`src/rtl/slr_pkg.sv`:
```
package slr_pkg;
  localparam int unsigned SLR_WIDTH_DEF = 8;
  localparam int unsigned SLR_SYNC_DEF  = 2;
endpackage

```
`src/rtl/slr_edge_det.sv`:
```
module slr_edge_det (
  input  logic clk,
  input  logic rst_n,
  input  logic lvl,
  output logic rise
);
  logic prev_q;
  logic prev_d;

  always_comb begin
    prev_d = lvl;
  end

  always_ff @(posedge clk or negedge rst_n) begin
    if (!rst_n) prev_q <= 1'b0;
    else        prev_q <= prev_d;
  end

  assign rise = lvl & ~prev_q;

  // a held level produces no second strobe
  p_single_r10: assert property (@(posedge clk) disable iff (!rst_n)
    rise |=> !rise);
endmodule

```
`src/rtl/slr_rst_sync.sv`:
```
module slr_rst_sync #(
  parameter int unsigned STAGES = 2
) (
  input  logic clk,
  input  logic arst_n,
  output logic srst_n
);
  logic [STAGES-1:0] sync_q;
  logic [STAGES-1:0] sync_d;

  always_comb begin
    sync_d = {sync_q[STAGES-2:0], 1'b1};
  end

  always_ff @(posedge clk or negedge arst_n) begin
    if (!arst_n) sync_q <= '0;
    else         sync_q <= sync_d;
  end

  assign srst_n = sync_q[STAGES-1];
endmodule

```
`src/rtl/slr_shift_chain.sv`:
```
module slr_shift_chain #(
  parameter int unsigned WIDTH = 8
) (
  input  logic             clk,
  input  logic             stage_rst_n,
  input  logic             shift_en,
  input  logic             ser_in,
  output logic [WIDTH-1:0] stages
);
  logic [WIDTH-1:0] stage_q;
  logic [WIDTH-1:0] stage_d;

  always_comb begin
    stage_d[0] = shift_en ? ser_in : stage_q[0];
  end

  for (genvar i = 1; i < WIDTH; i++) begin : g_stage
    always_comb begin
      stage_d[i] = shift_en ? stage_q[i-1] : stage_q[i];
    end
  end

  always_ff @(posedge clk or negedge stage_rst_n) begin
    if (!stage_rst_n) stage_q <= '0;
    else              stage_q <= stage_d;
  end

  assign stages = stage_q;

  // one-position move with the serial bit entering at stage 0
  p_shift_r1: assert property (@(posedge clk) disable iff (!stage_rst_n)
    shift_en |=> stage_q == {$past(stage_q[WIDTH-2:0]), $past(ser_in)});
  // no shift edge, no change
  p_hold_r9: assert property (@(posedge clk) disable iff (!stage_rst_n)
    !shift_en |=> $stable(stage_q));
endmodule

```
`src/rtl/slr_store_bank.sv`:
```
module slr_store_bank #(
  parameter int unsigned WIDTH = 8
) (
  input  logic             clk,
  input  logic             rst_n,
  input  logic             store_en,
  input  logic             oe_n,
  input  logic [WIDTH-1:0] stages_in,
  output logic [WIDTH-1:0] par_q,
  output logic [WIDTH-1:0] par_drv
);
  logic [WIDTH-1:0] held_q;
  logic [WIDTH-1:0] held_d;

  always_comb begin
    held_d = store_en ? stages_in : held_q;
  end

  always_ff @(posedge clk or negedge rst_n) begin
    if (!rst_n) held_q <= '0;
    else        held_q <= held_d;
  end

  for (genvar b = 0; b < WIDTH; b++) begin : g_drive
    assign par_drv[b] = ~oe_n;
    assign par_q[b]   = held_q[b] & ~oe_n;
  end

  // the word captured is the stage value present before the edge
  p_store_r2: assert property (@(posedge clk) disable iff (!rst_n)
    store_en |=> held_q == $past(stages_in));
  // without a store edge the held word is kept, whatever clear or oe do
  p_keep_r5: assert property (@(posedge clk) disable iff (!rst_n)
    !store_en |=> $stable(held_q));
endmodule

```
`src/rtl/serial_latch_reg.sv`:
```
module serial_latch_reg
  import slr_pkg::*;
#(
  parameter int unsigned WIDTH       = SLR_WIDTH_DEF,
  parameter int unsigned SYNC_STAGES = SLR_SYNC_DEF
) (
  input  logic             clk,
  input  logic             rst_n,
  input  logic             shift_clk,
  input  logic             store_clk,
  input  logic             ser_in,
  input  logic             clr_n,
  input  logic             oe_n,
  output logic             ser_out,
  output logic [WIDTH-1:0] par_q,
  output logic [WIDTH-1:0] par_drv
);
  localparam int unsigned LAST = WIDTH - 1;

  logic             shift_en;
  logic             store_en;
  logic             chain_arst_n;
  logic             stage_rst_n;
  logic [WIDTH-1:0] stages;

  assign chain_arst_n = rst_n & clr_n;

  slr_edge_det u_shift_edge (
    .clk  (clk),
    .rst_n(rst_n),
    .lvl  (shift_clk),
    .rise (shift_en)
  );

  slr_edge_det u_store_edge (
    .clk  (clk),
    .rst_n(rst_n),
    .lvl  (store_clk),
    .rise (store_en)
  );

  slr_rst_sync #(.STAGES(SYNC_STAGES)) u_clr_sync (
    .clk   (clk),
    .arst_n(chain_arst_n),
    .srst_n(stage_rst_n)
  );

  slr_shift_chain #(.WIDTH(WIDTH)) u_chain (
    .clk        (clk),
    .stage_rst_n(stage_rst_n),
    .shift_en   (shift_en),
    .ser_in     (ser_in),
    .stages     (stages)
  );

  slr_store_bank #(.WIDTH(WIDTH)) u_bank (
    .clk      (clk),
    .rst_n    (rst_n),
    .store_en (store_en),
    .oe_n     (oe_n),
    .stages_in(stages),
    .par_q    (par_q),
    .par_drv  (par_drv)
  );

  assign ser_out = stages[LAST];

  // cascade output low whenever clear is held
  p_clr_low_r4: assert property (@(posedge clk) disable iff (!rst_n)
    !clr_n |-> ser_out == 1'b0);
  // disabled bus is not driven and reads zero
  p_hiz_r7: assert property (@(posedge clk) disable iff (!rst_n)
    oe_n |-> (par_drv == '0 && par_q == '0));
  // enabled bus drives every bit
  p_drive_r7: assert property (@(posedge clk) disable iff (!rst_n)
    !oe_n |-> par_drv == '1);
endmodule

```
`config.mk`:
```
export PLATFORM = sky130hd
export DESIGN_NAME = serial_latch_reg
export DESIGN_NICKNAME = d
export VERILOG_FILES = /design/src/rtl/slr_pkg.sv /design/src/rtl/slr_edge_det.sv /design/src/rtl/slr_rst_sync.sv /design/src/rtl/slr_shift_chain.sv /design/src/rtl/slr_store_bank.sv /design/src/rtl/serial_latch_reg.sv
export SDC_FILE = /design/constraint.sdc
export NUM_CORES = 1
export LEC_CHECK = 0
export BUFFER_PORTS_ARGS = -buffer_cell sky130_fd_sc_hd__buf_2
export CAP_MARGIN = 20
export CORE_MARGIN = 8
export CORE_UTILIZATION = 45
export CTS_BUF_LIST = sky130_fd_sc_hd__clkbuf_8 sky130_fd_sc_hd__clkbuf_16
export CTS_CLUSTER_SIZE = 25
export DETAILED_ROUTE_END_ITERATION = 12
export PLACE_DENSITY = 0.78
export SLEW_MARGIN = 10
export SYNTH_ARGS = -nofsm -noshare
export SYNTH_HDL_FRONTEND = slang
export SYNTH_SLANG_ARGS = --single-unit
```
`constraint.sdc`:
```
create_clock -name clk -period 0.8 [get_ports clk]
set_input_delay 0.08 -clock clk [delete_from_list [all_inputs] [get_ports clk]]
set_output_delay 0.08 -clock clk [all_outputs]
set_load 0.01 [all_outputs]
```
## After elaboration in Yosys (flattened, before gate mapping)

Cells that the tools add are included.
W data, S select, Z words.

| operators by class | value |
|---|---|
| bitwise logic cells | 14 |

Operator list:

| operator | number |
|---|---|
| $and A1 B1 Y1 | 11 |
| $not A1 Y1 | 3 |

| word-level totals | value |
|---|---|
| logic and storage cells | 19 |
| input port bits | 7 |
| flip-flop bits (word level) | 20 |

## Logic depth before layout (Yosys ltp)

Gate-level depths: netlist of the first run.

| depth | value |
|---|---|
| depth in word-level cells | 2 |
| depth in mapped cells | 3 |

## Modules after synthesis

Synthesis of the first run repeated with hierarchy kept, for this count alone.

| unflattened totals | value |
|---|---|
| cells, all modules | 58 |
| area, all modules | 907.1 um2 |

Modules (own cells, without submodules):

| module | area each (um2) | cells each | times used |
|---|---|---|---|
| slr_store_bank | 437.9 | 33 | 1 |
| slr_shift_chain | 331.6 | 17 | 1 |
| slr_edge_det | 38.8 | 2 | 2 |
| slr_rst_sync | 53.8 | 3 | 1 |
| serial_latch_reg | 6.3 | 1 | 1 |

## Least setup slack after synthesis of the first run

OpenSTA, ideal clock, no wires.

| timing path | value |
|---|---|
| kind | register to register |
| from | reg u_shift_edge.prev_q |
| to | reg u_chain.stage_q[0] (netlist: u_chain.stages[0]) |
| arrival | 914 ps |
| setup slack | -239 ps |
| stages on the path, launching flop included | 4 |
| path buffers | 1 |
| library setup time | 125 ps |
| cells stage by stage | dfrtp_1 > nor2b_4 > buf_6 > mux2_4 |

| on the way | value |
|---|---|
| longest elaborated chain between the ends | 2 |

Ends and longest elaborated chain:

| element | line | text |
|---|---|---|
| from (decl) | slr_edge_det.sv:7 | `logic prev_q;` |
| from (signal assigned) | slr_edge_det.sv:16 | `else prev_q <= prev_d;` |
| $not A1 Y1 | slr_edge_det.sv:19 | `assign rise = lvl & ~prev_q;` |
| $and A1 B1 Y1 | slr_edge_det.sv:19 |  |
| to (signal assigned) | slr_shift_chain.sv:25 | `else stage_q <= stage_d;` |
| to (decl) | slr_shift_chain.sv:10 | `logic [WIDTH-1:0] stage_q;` |

Every way passes these cells.
A chain may end at the register's enable or synchronous reset.

## Worst setup path after layout of the first run

| timing path | value |
|---|---|
| from | reg u_shift_edge.prev_q |
| to | reg u_chain.stage_q[3] (netlist: u_chain.stages[3]) |

Same word-level chain as after synthesis.

==> out/metrics.cfg, run 1 <==
[outcome]
run_status=complete, but fails checks
violations=setup timing

[timing]
max_freq_ghz=0.9290
period_share=1.346
hold_violations=0
worst_clock_skew_ns=0.001737
finalSetupViolCount=25
slew_violations=0
hold_slack_ns=0.006851
fin_crit_ns=1.076
rsz0062_at_grt=true
layout_setup_ws_ns=-0.2764

[clocking]
tritoncts.num_buffers=3
cts.sinks=20
h-tree-depth=1
clockBufferDepth=2
cts_tree=built
cts_root_buf=clkbuf_8
clock_latency_ns=0.25
clk_pin_slew_ns=0.07

[yosys]
synth_top_cell_area_share=0.5690
synth_adder_area_share=0
synth_top_family_by_area=multiplexers
synth_mux_area_frac=0.2390
synth_warnings=0
synth_area_leader_cell=dfrtp_1
synth_compound_area_frac=0
synth_area_leaders=dfrtp_1 (57%), mux2_4 (14%), mux2_2 (10%), buf_4 (6.0%), nor2b_1 (5.7%)
yosysSeqAreaShare=0.5690
synth_seq_cells=20
ys_types=11
netlist_area_um2=879.6
synth-xor-area-share=0
syn-mean-instance-area_um2=15.17
synth-simple-area-share=0.1110
synth_fp_nets=65
synthCells=58

[pwr]
ir_worst_vdd_mv=1.650
leakagePower_nw=0.6127
powerDensity_mw_per_mm2=3031

[die]
coreArea_mm2=0.001902
die_y_um=60.21
rows=16
io_pins=24
start_util=0.4625
die_w_um=60.21
die-area_mm2=0.003625

[global_route]
antenna_found_initial=0
grt_util_met3=0.03656
grtUsageMet1=0.09772
gr-total-overflow=0
grt_pass1_vias=519
grt_pass1_wl_um=2442
grt_use_total=0.09336
grt_max_degree=12
grt_util_met2=0.1646
top_usage_layer=met2

[placement]
gp_congestion=0.7119
numPortBuffers=23
dpl_cell_area_mm2=0.001015
post-dp-hpwl_um=1159
pre_cts_ws_ns=-0.2682

[setup_path]
slowest_delay_ns=0.40
critPathMaxFanout=8
start_kind=flop
r2r_cells=3
slowest_stage=dfrtp_1
arrival_ns=1.21
regToRegStartpoint=u_shift_edge.prev_q$_DFF_PN0_
reg2reg_to=u_chain.stages[3]$_DFFE_PN0P_
path_cells=nor2b_4, buf_12, mux2_4
regToRegSetupSlack_ns=-0.28
required_ns=0.93
cp-end-kind=flop
crit_type=flop to flop

[cells_and_area]
nFillCells=149
layout_common_cells=buf_2 (21), dfrtp_1 (20), mux2_4 (16), buf_4 (8), nor2b_1 (7)
synthToLayoutAreaGrowth_pct=34.14
utilization=0.6204
finish.instance_area_mm2=0.001180
nets=97
drive_gt1_frac=0.6292
antennaDiodeCount=0
layout_commonest_cell=buf_2

[routing]
drcViolationCount=0
post_drt_wl_per_cell_um=13.77
avgViaCountPerCell=4.379
vias=508
drt_wl_total_um=1597
dr.pass1.iters=2
drt_iter0_drc=13
postRouteAntennaNets=0

[min_path]
hold_depth=1
min_from=store_clk
whs_endpoint=u_store_edge.prev_q$_DFF_PN0_
hp-class=input pin to flop

[run]
maxCapViolations=0

[worst max-delay path, delay by kind of cell (launching register included)]
| kind | cells | cell delay (ns) |
|---|---|---|
| simple gates | 1 | 0.13 |
| mux | 1 | 0.30 |
| buf+inv | 1 | 0.14 |
| flops | 1 | 0.40 |
[worst max-delay path by stage]
stage / start / end / slack, ns / cells past startpoint
floorplan: u_shift_edge.prev_q$_DFF_PN0_ / u_chain.stages[0]$_DFFE_PN0P_ / -0.24 / 3
global placement: u_shift_edge.prev_q$_DFF_PN0_ / u_chain.stages[0]$_DFFE_PN0P_ / -0.25 / 3
detailed placement: u_shift_edge.prev_q$_DFF_PN0_ / u_chain.stages[3]$_DFFE_PN0P_ / -0.27 / 3
CTS: u_store_edge.prev_q$_DFF_PN0_ / u_bank.held_q[5]$_DFFE_PN0P_ / -0.28 / 2
global route: u_store_edge.prev_q$_DFF_PN0_ / u_bank.held_q[5]$_DFFE_PN0P_ / -0.30 / 2
finish: u_shift_edge.prev_q$_DFF_PN0_ / u_chain.stages[3]$_DFFE_PN0P_ / -0.28 / 3
[metal layers]
layer	share of wire	up-vias
met5	0	-
met4	0.0063	0
met3	0.11	2
met2	0.48	19
met1	0.40	246
li1	-	241
[layout make-up]
| cell class | instances | area, um2 | area share |
|---|---|---|---|
| Clock buffer | 4 | 55.05 | 0.04666 |
| Inverter | 1 | 3.754 | 0.003181 |
| Multi-Input combinational cell | 29 | 349.1 | 0.2959 |
| Sequential cell | 20 | 500.5 | 0.4242 |
| Tap cell | 27 | 33.78 | 0.02863 |
| Timing Repair Buffer | 35 | 237.7 | 0.2015 |
[power breakdown]
group	switching, mW	total [mW]	internal [mW]
clock	0.294	0.730	0.436
sequential	0.244	1.60	1.36
combinational	0.350	1.25	0.897
total	0.887	3.58	2.69
[registers in the layout, indices dropped and copies added (netlist names)]
signal / flops
u_clr_sync.sync_q: 2
u_shift_edge.prev_q: 1
u_store_edge.prev_q: 1
u_bank.held_q: 8
u_chain.stages: 8
[logic make-up after synthesis]
family | count (synthesis)
flip-flops | 20
multiplexers | 16
AND/OR/NAND/NOR | 12
buffers and inverters | 9
other | 1
[timing repair]
action / in CTS / in global routing
setup buffers: 7 / 1
hold buffers: 3 / 0
setup endpoints to repair: 25 / 25
resized for setup: 0 / 4
pin swaps: 0 / 0
hold endpoints to repair: 13 / 0
[per-stage QoR]
| stage | setup TNS, ns | power, mW | std cells |
|---|---|---|---|
| 2_1_floorplan | -3.369 | 2.269 | 58 |
| 3_3_place_gp | -3.607 | 2.503 | 101 |
| 3_5_place_dp | -3.881 | 2.565 | 101 |
| 4_1_cts | -5.516 | 3.530 | 115 |
| 5_1_grt | -6.115 | 3.768 | 116 |
| 6_report | -5.357 | 3.577 | 116 |
[synth_stat cells, drive strengths merged]
cell,number
nand2b,1
conb,1
buf,8
inv,1
dfrtp,20
and2,1
mux2,16
nor2b,10
Note: power is estimated with default switching activity, not from simulation.
==> inputs of run 2 (changes only) <==
--- a/config.mk
+++ b/config.mk
@@ -16,4 +16,5 @@
 export SLEW_MARGIN = 10
 export SYNTH_ARGS = -nofsm -noshare
 export SYNTH_HDL_FRONTEND = slang
+export SYNTH_HIERARCHICAL = 1
 export SYNTH_SLANG_ARGS = --single-unit
==> out/metrics.cfg, run 2 <==
[setup_path]
regToRegSetupSlack_ns=-0.29  ; about the same
crit_type=flop to flop
path_cells=nor2b_4, buf_12, mux2_4
reg2reg_to=u_chain/stages[5]$_DFFE_PN0P_
arrival_ns=1.22  ; about the same
slowest_delay_ns=0.40  ; about the same
slowest_stage=dfrtp_1
start_kind=flop
required_ns=0.94  ; about the same
cp-end-kind=flop
critPathMaxFanout=8  ; unchanged
regToRegStartpoint=u_shift_edge/prev_q$_DFF_PN0_
r2r_cells=3  ; unchanged

[global_route]
grt_util_met2=0.1538  ; -0.01079
grt_use_total=0.09130  ; -0.002058
grt_pass1_wl_um=2408  ; -1.4%
gr-total-overflow=0  ; unchanged
grt_util_met3=0.02331  ; -0.01325
top_usage_layer=met2
grt_max_degree=12  ; unchanged
grtUsageMet1=0.1063  ; +0.008534
grt_pass1_vias=525  ; +1.2%
antenna_found_initial=0  ; unchanged

[cells_and_area]
layout_commonest_cell=buf_2
drive_gt1_frac=0.6444  ; +0.01523
finish.instance_area_mm2=0.001201  ; +1.8%
synthToLayoutAreaGrowth_pct=32.41
final_cells=117  ; +0.86%
layout_common_cells=buf_2 (21), dfrtp_1 (20), mux2_4 (16), buf_4 (9), nor2b_1 (6)
nets=98  ; +1.0%
antennaDiodeCount=0  ; unchanged

[run]
maxCapViolations=0  ; unchanged

[yosys]
synthMostInstantiatedCell=dfrtp_1
ys_types=9  ; -2
synth_top_cell_area_share=0.5517  ; -0.01727
synth_top_cells_by_count=dfrtp_1 (20), mux2_4 (16), nor2b_1 (8)
synthCells=58  ; unchanged
ys.flop_type=dfrtp_1
synth_warnings=6  ; +6
synth_fp_nets=65  ; unchanged
netlist_area_um2=907.1  ; +3.1%
synth_enable_flop_cells=0  ; unchanged
synth_seq_cells=20  ; unchanged
async_flop_share=1.000  ; unchanged
synth_area_leader_cell=dfrtp_1
synth_area_leaders=dfrtp_1 (55%), mux2_4 (26%), buf_4 (5.8%), nor2b_1 (5.5%), nor2b_4 (3.0%)
yosysSeqAreaShare=0.5517  ; -0.01727
syn-mean-instance-area_um2=15.64  ; +3.1%

[min_path]
min_from=store_clk
hp-class=input pin to flop
whs_endpoint=u_store_edge/prev_q$_DFF_PN0_
hold_depth=2  ; +1

[timing]
fin_crit_ns=1.088  ; +0.01137 ns
finalSetupViolCount=25  ; unchanged
slew_violations=0  ; unchanged
worst_clock_skew_ns=0.003799  ; +0.002061 ns
max_freq_ghz=0.9193  ; -1.0%
hold_slack_ns=0.03851  ; +0.03166 ns
rsz0062_at_grt=true
layout_setup_ws_ns=-0.2878  ; -0.01137 ns
period_share=1.360  ; +0.01422
hold_violations=0  ; unchanged

[routing]
drt_wl_total_um=1598  ; about the same
postRouteAntennaNets=0  ; unchanged
drcViolationCount=0  ; unchanged
avgViaCountPerCell=4.368  ; -0.27%
drt_iter0_drc=8  ; -5
dr.pass1.iters=4  ; +2
post_drt_wl_per_cell_um=13.66  ; -0.79%
vias=511  ; +0.59%

[clocking]
tritoncts.num_buffers=3  ; unchanged
h-tree-depth=1  ; unchanged
cts_root_buf=clkbuf_8
cts.sinks=20  ; unchanged
clk_pin_slew_ns=0.07  ; about the same
clockBufferDepth=2  ; unchanged
clock_latency_ns=0.25  ; about the same
cts_tree=built

[outcome]
run_status=complete, but fails checks
violations=setup timing

[pwr]
clock_power_share=0.205  ; about the same
leakagePower_nw=0.6147  ; +0.33%
combPwrFrac=0.357  ; +0.008
p_sw_frac=0.2521  ; +0.004010
ir_worst_vdd_mv=1.754  ; +6.3%
p_switching_mw=0.9170  ; +3.3%
p_seq_frac=0.438  ; -0.009
intPower_mw=2.721  ; +1.2%
power.total_mw=3.638  ; +1.7%
powerDensity_mw_per_mm2=3028  ; about the same

[die]
start_util=0.4720  ; +0.009505
die_y_um=60.90  ; +1.1%
io_pins=24  ; unchanged
rows=16  ; unchanged
die-area_mm2=0.003708  ; +2.3%
die_w_um=60.90  ; +1.1%
coreArea_mm2=0.001922  ; +1.1%

[placement]
pre_cts_ws_ns=-0.2741  ; -0.005905 ns
place_inst=102  ; +0.99%
gp_congestion=0.7293  ; +2.4%
dpl_cell_area_mm2=0.001028  ; +1.4%
numPortBuffers=23  ; unchanged

## run 2: changes by cell type after synthesis
cell,previous run,this run
mux2_2,8,0
mux2_4,8,16
nand2b_4,1,0
buf_6,1,2
## run 2: critical path, delay by kind of cell (launching register included)
family / cells / cell delay, ns
mux: 1 / 0.29
flops: 1 / 0.40
simple gates: 1 / 0.14
buf+inv: 1 / 0.14
## run 2: layer usage
metal / wire length [um] / part of all wire
met5: 0 / 0
met4: 6 / 0.0038
met3: 146 / 0.091
met2: 757 / 0.47
met1: 688 / 0.43
## run 2: area by class of cell
class | instances | area [um2]
tap | 27 | 33.78
sequential | 20 | 500.5
timing repair buffer | 37 | 265.3
multi-input combinational | 28 | 342.8
clock buffer | 4 | 55.05
fill | 141 | 720.7
inverter | 1 | 3.754
## run 2: worst max-delay path by stage
stage / from / to / slack (ns) / cells after the start
3_5_place_dp: u_shift_edge/prev_q$_DFF_PN0_ / u_chain/stages[1]$_DFFE_PN0P_ / -0.27 / 3
5_1_grt: u_store_edge/prev_q$_DFF_PN0_ / u_bank/held_q[6]$_DFFE_PN0P_ / -0.31 / 3
6_report: u_shift_edge/prev_q$_DFF_PN0_ / u_chain/stages[5]$_DFFE_PN0P_ / -0.29 / 3
3_3_place_gp: u_shift_edge/prev_q$_DFF_PN0_ / u_chain/stages[5]$_DFFE_PN0P_ / -0.26 / 3
4_1_cts: u_store_edge/prev_q$_DFF_PN0_ / u_bank/held_q[6]$_DFFE_PN0P_ / -0.29 / 3
2_1_floorplan: u_store_edge/prev_q$_DFF_PN0_ / u_bank/held_q[0]$_DFFE_PN0P_ / -0.24 / 3
## run 2: power by group through the flow
stage | sequential (mW) | clock, mW | combinational [mW]
4_1_cts | 1.59 | 0.761 | 1.22
5_1_grt | 1.64 | 0.812 | 1.38
2_1_floorplan | 1.54 | 0 | 0.726
3_3_place_gp | 1.60 | 0 | 0.911
3_5_place_dp | 1.62 | 0 | 0.936
6_report | 1.59 | 0.746 | 1.30
## run 2: metrics by stage
step	setup TNS, ns	utilization
after floorplan	-3.832	-
after global placement	-4.039	0.5352
after detailed placement	-4.263	0.5352
after CTS	-5.970	0.6068
after global routing	-6.544	0.6250
final	-5.873	0.6250
## run 2: cell families after synthesis
logic type	after synthesis	share of synthesized area
buffers and inverters	10	0.08689
DFF	20	0.5517
muxes	16	0.2648
other	1	0.004134
and+or+nand+nor	11	0.09242
## run 2: what timing repair did
item                                    in CTS  in global routing
gates resized for setup                      0                  6
endpoints found under the setup margin      25                 25
endpoints found under the hold margin       13                  0
hold buffers                                 3                  0
buffers inserted                             7                  1
==> inputs of run 3 (changes only) <==
--- a/config.mk
+++ b/config.mk
@@ -8,11 +8,11 @@
 export BUFFER_PORTS_ARGS = -buffer_cell sky130_fd_sc_hd__buf_2
 export CAP_MARGIN = 20
 export CORE_MARGIN = 8
-export CORE_UTILIZATION = 45
+export CORE_UTILIZATION = 54
 export CTS_BUF_LIST = sky130_fd_sc_hd__clkbuf_8 sky130_fd_sc_hd__clkbuf_16
 export CTS_CLUSTER_SIZE = 25
 export DETAILED_ROUTE_END_ITERATION = 12
-export PLACE_DENSITY = 0.78
+export PLACE_DENSITY_LB_ADDON = 0.08
 export SLEW_MARGIN = 10
 export SYNTH_ARGS = -nofsm -noshare
 export SYNTH_HDL_FRONTEND = slang
==> constraint.sdc (replaced) <==
create_clock -name clk -period 1.3 [get_ports clk]
set_input_delay 0.13 -clock clk [delete_from_list [all_inputs] [get_ports clk]]
set_output_delay 0.13 -clock clk [all_outputs]
set_load 0.01 [all_outputs]
==> out/metrics.cfg, run 3 (same netlist as run 2, synthesis figures left out) <==
[routing]
drcViolationCount=0  ; unchanged
vias=462  ; -9.6%
maxUsedRoutingLayer=met4
drt_iter0_drc=5  ; -3
post_drt_wl_per_cell_um=13.86  ; +1.4%
route.met2.wl_um=612  ; -19%
postRouteAntennaNets=0  ; unchanged
routed-wl-met3_um=129  ; -12%
dr.pass1.iters=2  ; -2
drt-met1-wl_um=577  ; -16%
drt_wl_total_um=1344  ; -16%
avgViaCountPerCell=4.763  ; +9.1%

[die]
io_pins=24  ; unchanged
die-area_mm2=0.003247  ; -12%
coreArea_mm2=0.001652  ; -14%
die_w_um=56.99  ; -6.4%
die_y_um=56.99  ; -6.4%
start_util=0.5492  ; +0.07724
rows=15  ; -1

[timing]
fin_setup_tns_ns=0  ; +5.873 ns
period_share=0.9210
layout_setup_ws_ns=0.1028  ; +0.3905 ns
rsz0062_at_grt=false
hold_slack_ns=0.008100  ; -0.03041 ns
finalSetupViolCount=0  ; -100%
worst_clock_skew_ns=0.002244  ; -0.001554 ns
fin_crit_ns=1.197
hold_violations=0  ; unchanged
max_freq_ghz=0.8353
slew_violations=0  ; unchanged

[pwr]
leakagePower_nw=0.5516  ; -10%
ir_worst_vdd_mv=1.094  ; -38%
powerDensity_mw_per_mm2=1863  ; -38%

[min_path]
hold_depth=1  ; -1
whs_endpoint=u_store_edge/prev_q$_DFF_PN0_
hp-class=input pin to flop
min_from=store_clk

[global_route]
grt_pass1_vias=490  ; -6.7%
antenna_found_initial=0  ; unchanged
gr-total-overflow=0  ; unchanged
grt_use_total=0.09083  ; -0.0004782
grt_max_degree=12  ; unchanged
grt_pass1_wl_um=2277  ; -5.4%

[placement]
pre_cts_ws_ns=0.1715  ; +0.4456 ns
gp_congestion=0.6401  ; -12%
numPortBuffers=23  ; unchanged
place_inst=89  ; -13%
post-dp-hpwl_um=1042

[setup_path]
crit_family=buffers and inverters
regToRegStartpoint=u_store_edge/prev_q$_DFF_PN0_
path_cells=dlygate4sd3_1, buf_2, nor2b_4, buf_12, mux2_4
crit_type=input pin to flop
regToRegSetupSlack_ns=0.17  ; +0.46 ns
arrival_ns=1.34  ; +0.12 ns
reg2reg_to=u_bank/held_q[2]$_DFFE_PN0P_
critPathMaxFanout=8  ; unchanged
required_ns=1.44  ; +0.50 ns
start_kind=input pin
slowest_stage=dlygate4sd3_1
path_buf_inv=3  ; +2
cp-end-kind=flop
r2r_cells=2  ; -1
cp-startpoint=shift_clk
slowest_delay_ns=0.52  ; +0.12 ns

[cells_and_area]
antennaDiodeCount=0  ; unchanged
synthToLayoutAreaGrowth_pct=18.34
drive_gt1_frac=0.5750  ; -0.06944
layout_commonest_cell=buf_2
layout_common_cells=buf_2 (23), dfrtp_1 (20), mux2_4 (16), nor2b_1 (8), clkbuf_8 (4)
nets=88  ; -10%
final_cells=97  ; -17%
nFillCells=125  ; -11%

[clocking]
tritoncts.num_buffers=3  ; unchanged
cts_tree=built
ctsResizeCount=0  ; unchanged
clk_pin_slew_ns=0.07  ; about the same
cts_root_buf=clkbuf_8
cts.sinks=20  ; unchanged
clock_latency_ns=0.25  ; about the same
h-tree-depth=1  ; unchanged
clockBufferDepth=2  ; unchanged

[run]
maxCapViolations=0  ; unchanged

[outcome]
run_status=finished, final reports clean

[run 3: cell count changes in the layout (fill, tap and decap cells not counted)]
cell / change
buf_12: -1
buf_2: +2
buf_4: -9
buf_6: -2
nor2b_1: +2
nor2b_4: -2
[run 3: cell type report]
class	instances	area, um2	share of cell area
Sequential cell	20	500.5	0.4662
Multi-Input combinational cell	28	327.8	0.3054
Timing Repair Buffer	27	165.2	0.1538
Clock buffer	4	55.05	0.05128
Tap cell	17	21.27	0.01981
Inverter	1	3.754	0.003497
[run 3: per-layer routing]
layer | GRT usage | vias up
met1 | 0.1000 | 218
met2 | 0.1364 | 16
met3 | 0.04213 | 4
met4 | 0.06040 | 0
met5 | 0 | -
li1 | - | 224
[run 3: worst max path at each step]
stage	endpoint	slack, ns	cells after the start
2_1_floorplan	u_bank/held_q[0]$_DFFE_PN0P_	0.26	3
3_3_place_gp	u_chain/stages[0]$_DFFE_PN0P_	0.17	2
3_5_place_dp	u_bank/held_q[2]$_DFFE_PN0P_	0.17	2
4_1_cts	u_chain/stages[6]$_DFFE_PN0P_	0.04	4
5_1_grt	u_chain/stages[3]$_DFFE_PN0P_	0.07	5
6_report	u_chain/stages[5]$_DFFE_PN0P_	0.10	5
[run 3: where the power goes]
group | internal [mW] | switching [mW]
sequential | 0.835 | 0.148
combinational | 0.397 | 0.164
clock | 0.269 | 0.187
[run 3: repair_timing]
| action | CTS | global route |
|---|---|---|
| setup buffers | 0 | 1 |
| endpoints found under the setup margin | 0 | 8 |
| endpoints found under the hold margin | 13 | 0 |
| hold buffers | 3 | 0 |
[run 3: metrics by stage]
step	util	power [mW]	area, um2
after global placement	0.5864	1.534	968.4
final	0.6500	2.000	1074
after global routing	0.6500	2.113	1074
after detailed placement	0.5864	1.556	968.4
after CTS	0.6379	2.023	1054
after floorplan	-	1.396	907.1
[run 3: worst reg2reg max path, delay by kind of cell (launching register included)]
kind | cells | cell delay (ns)
flip-flops | 1 | 0.39
multiplexers | 1 | 0.33
AND/OR/NAND/NOR | 1 | 0.29
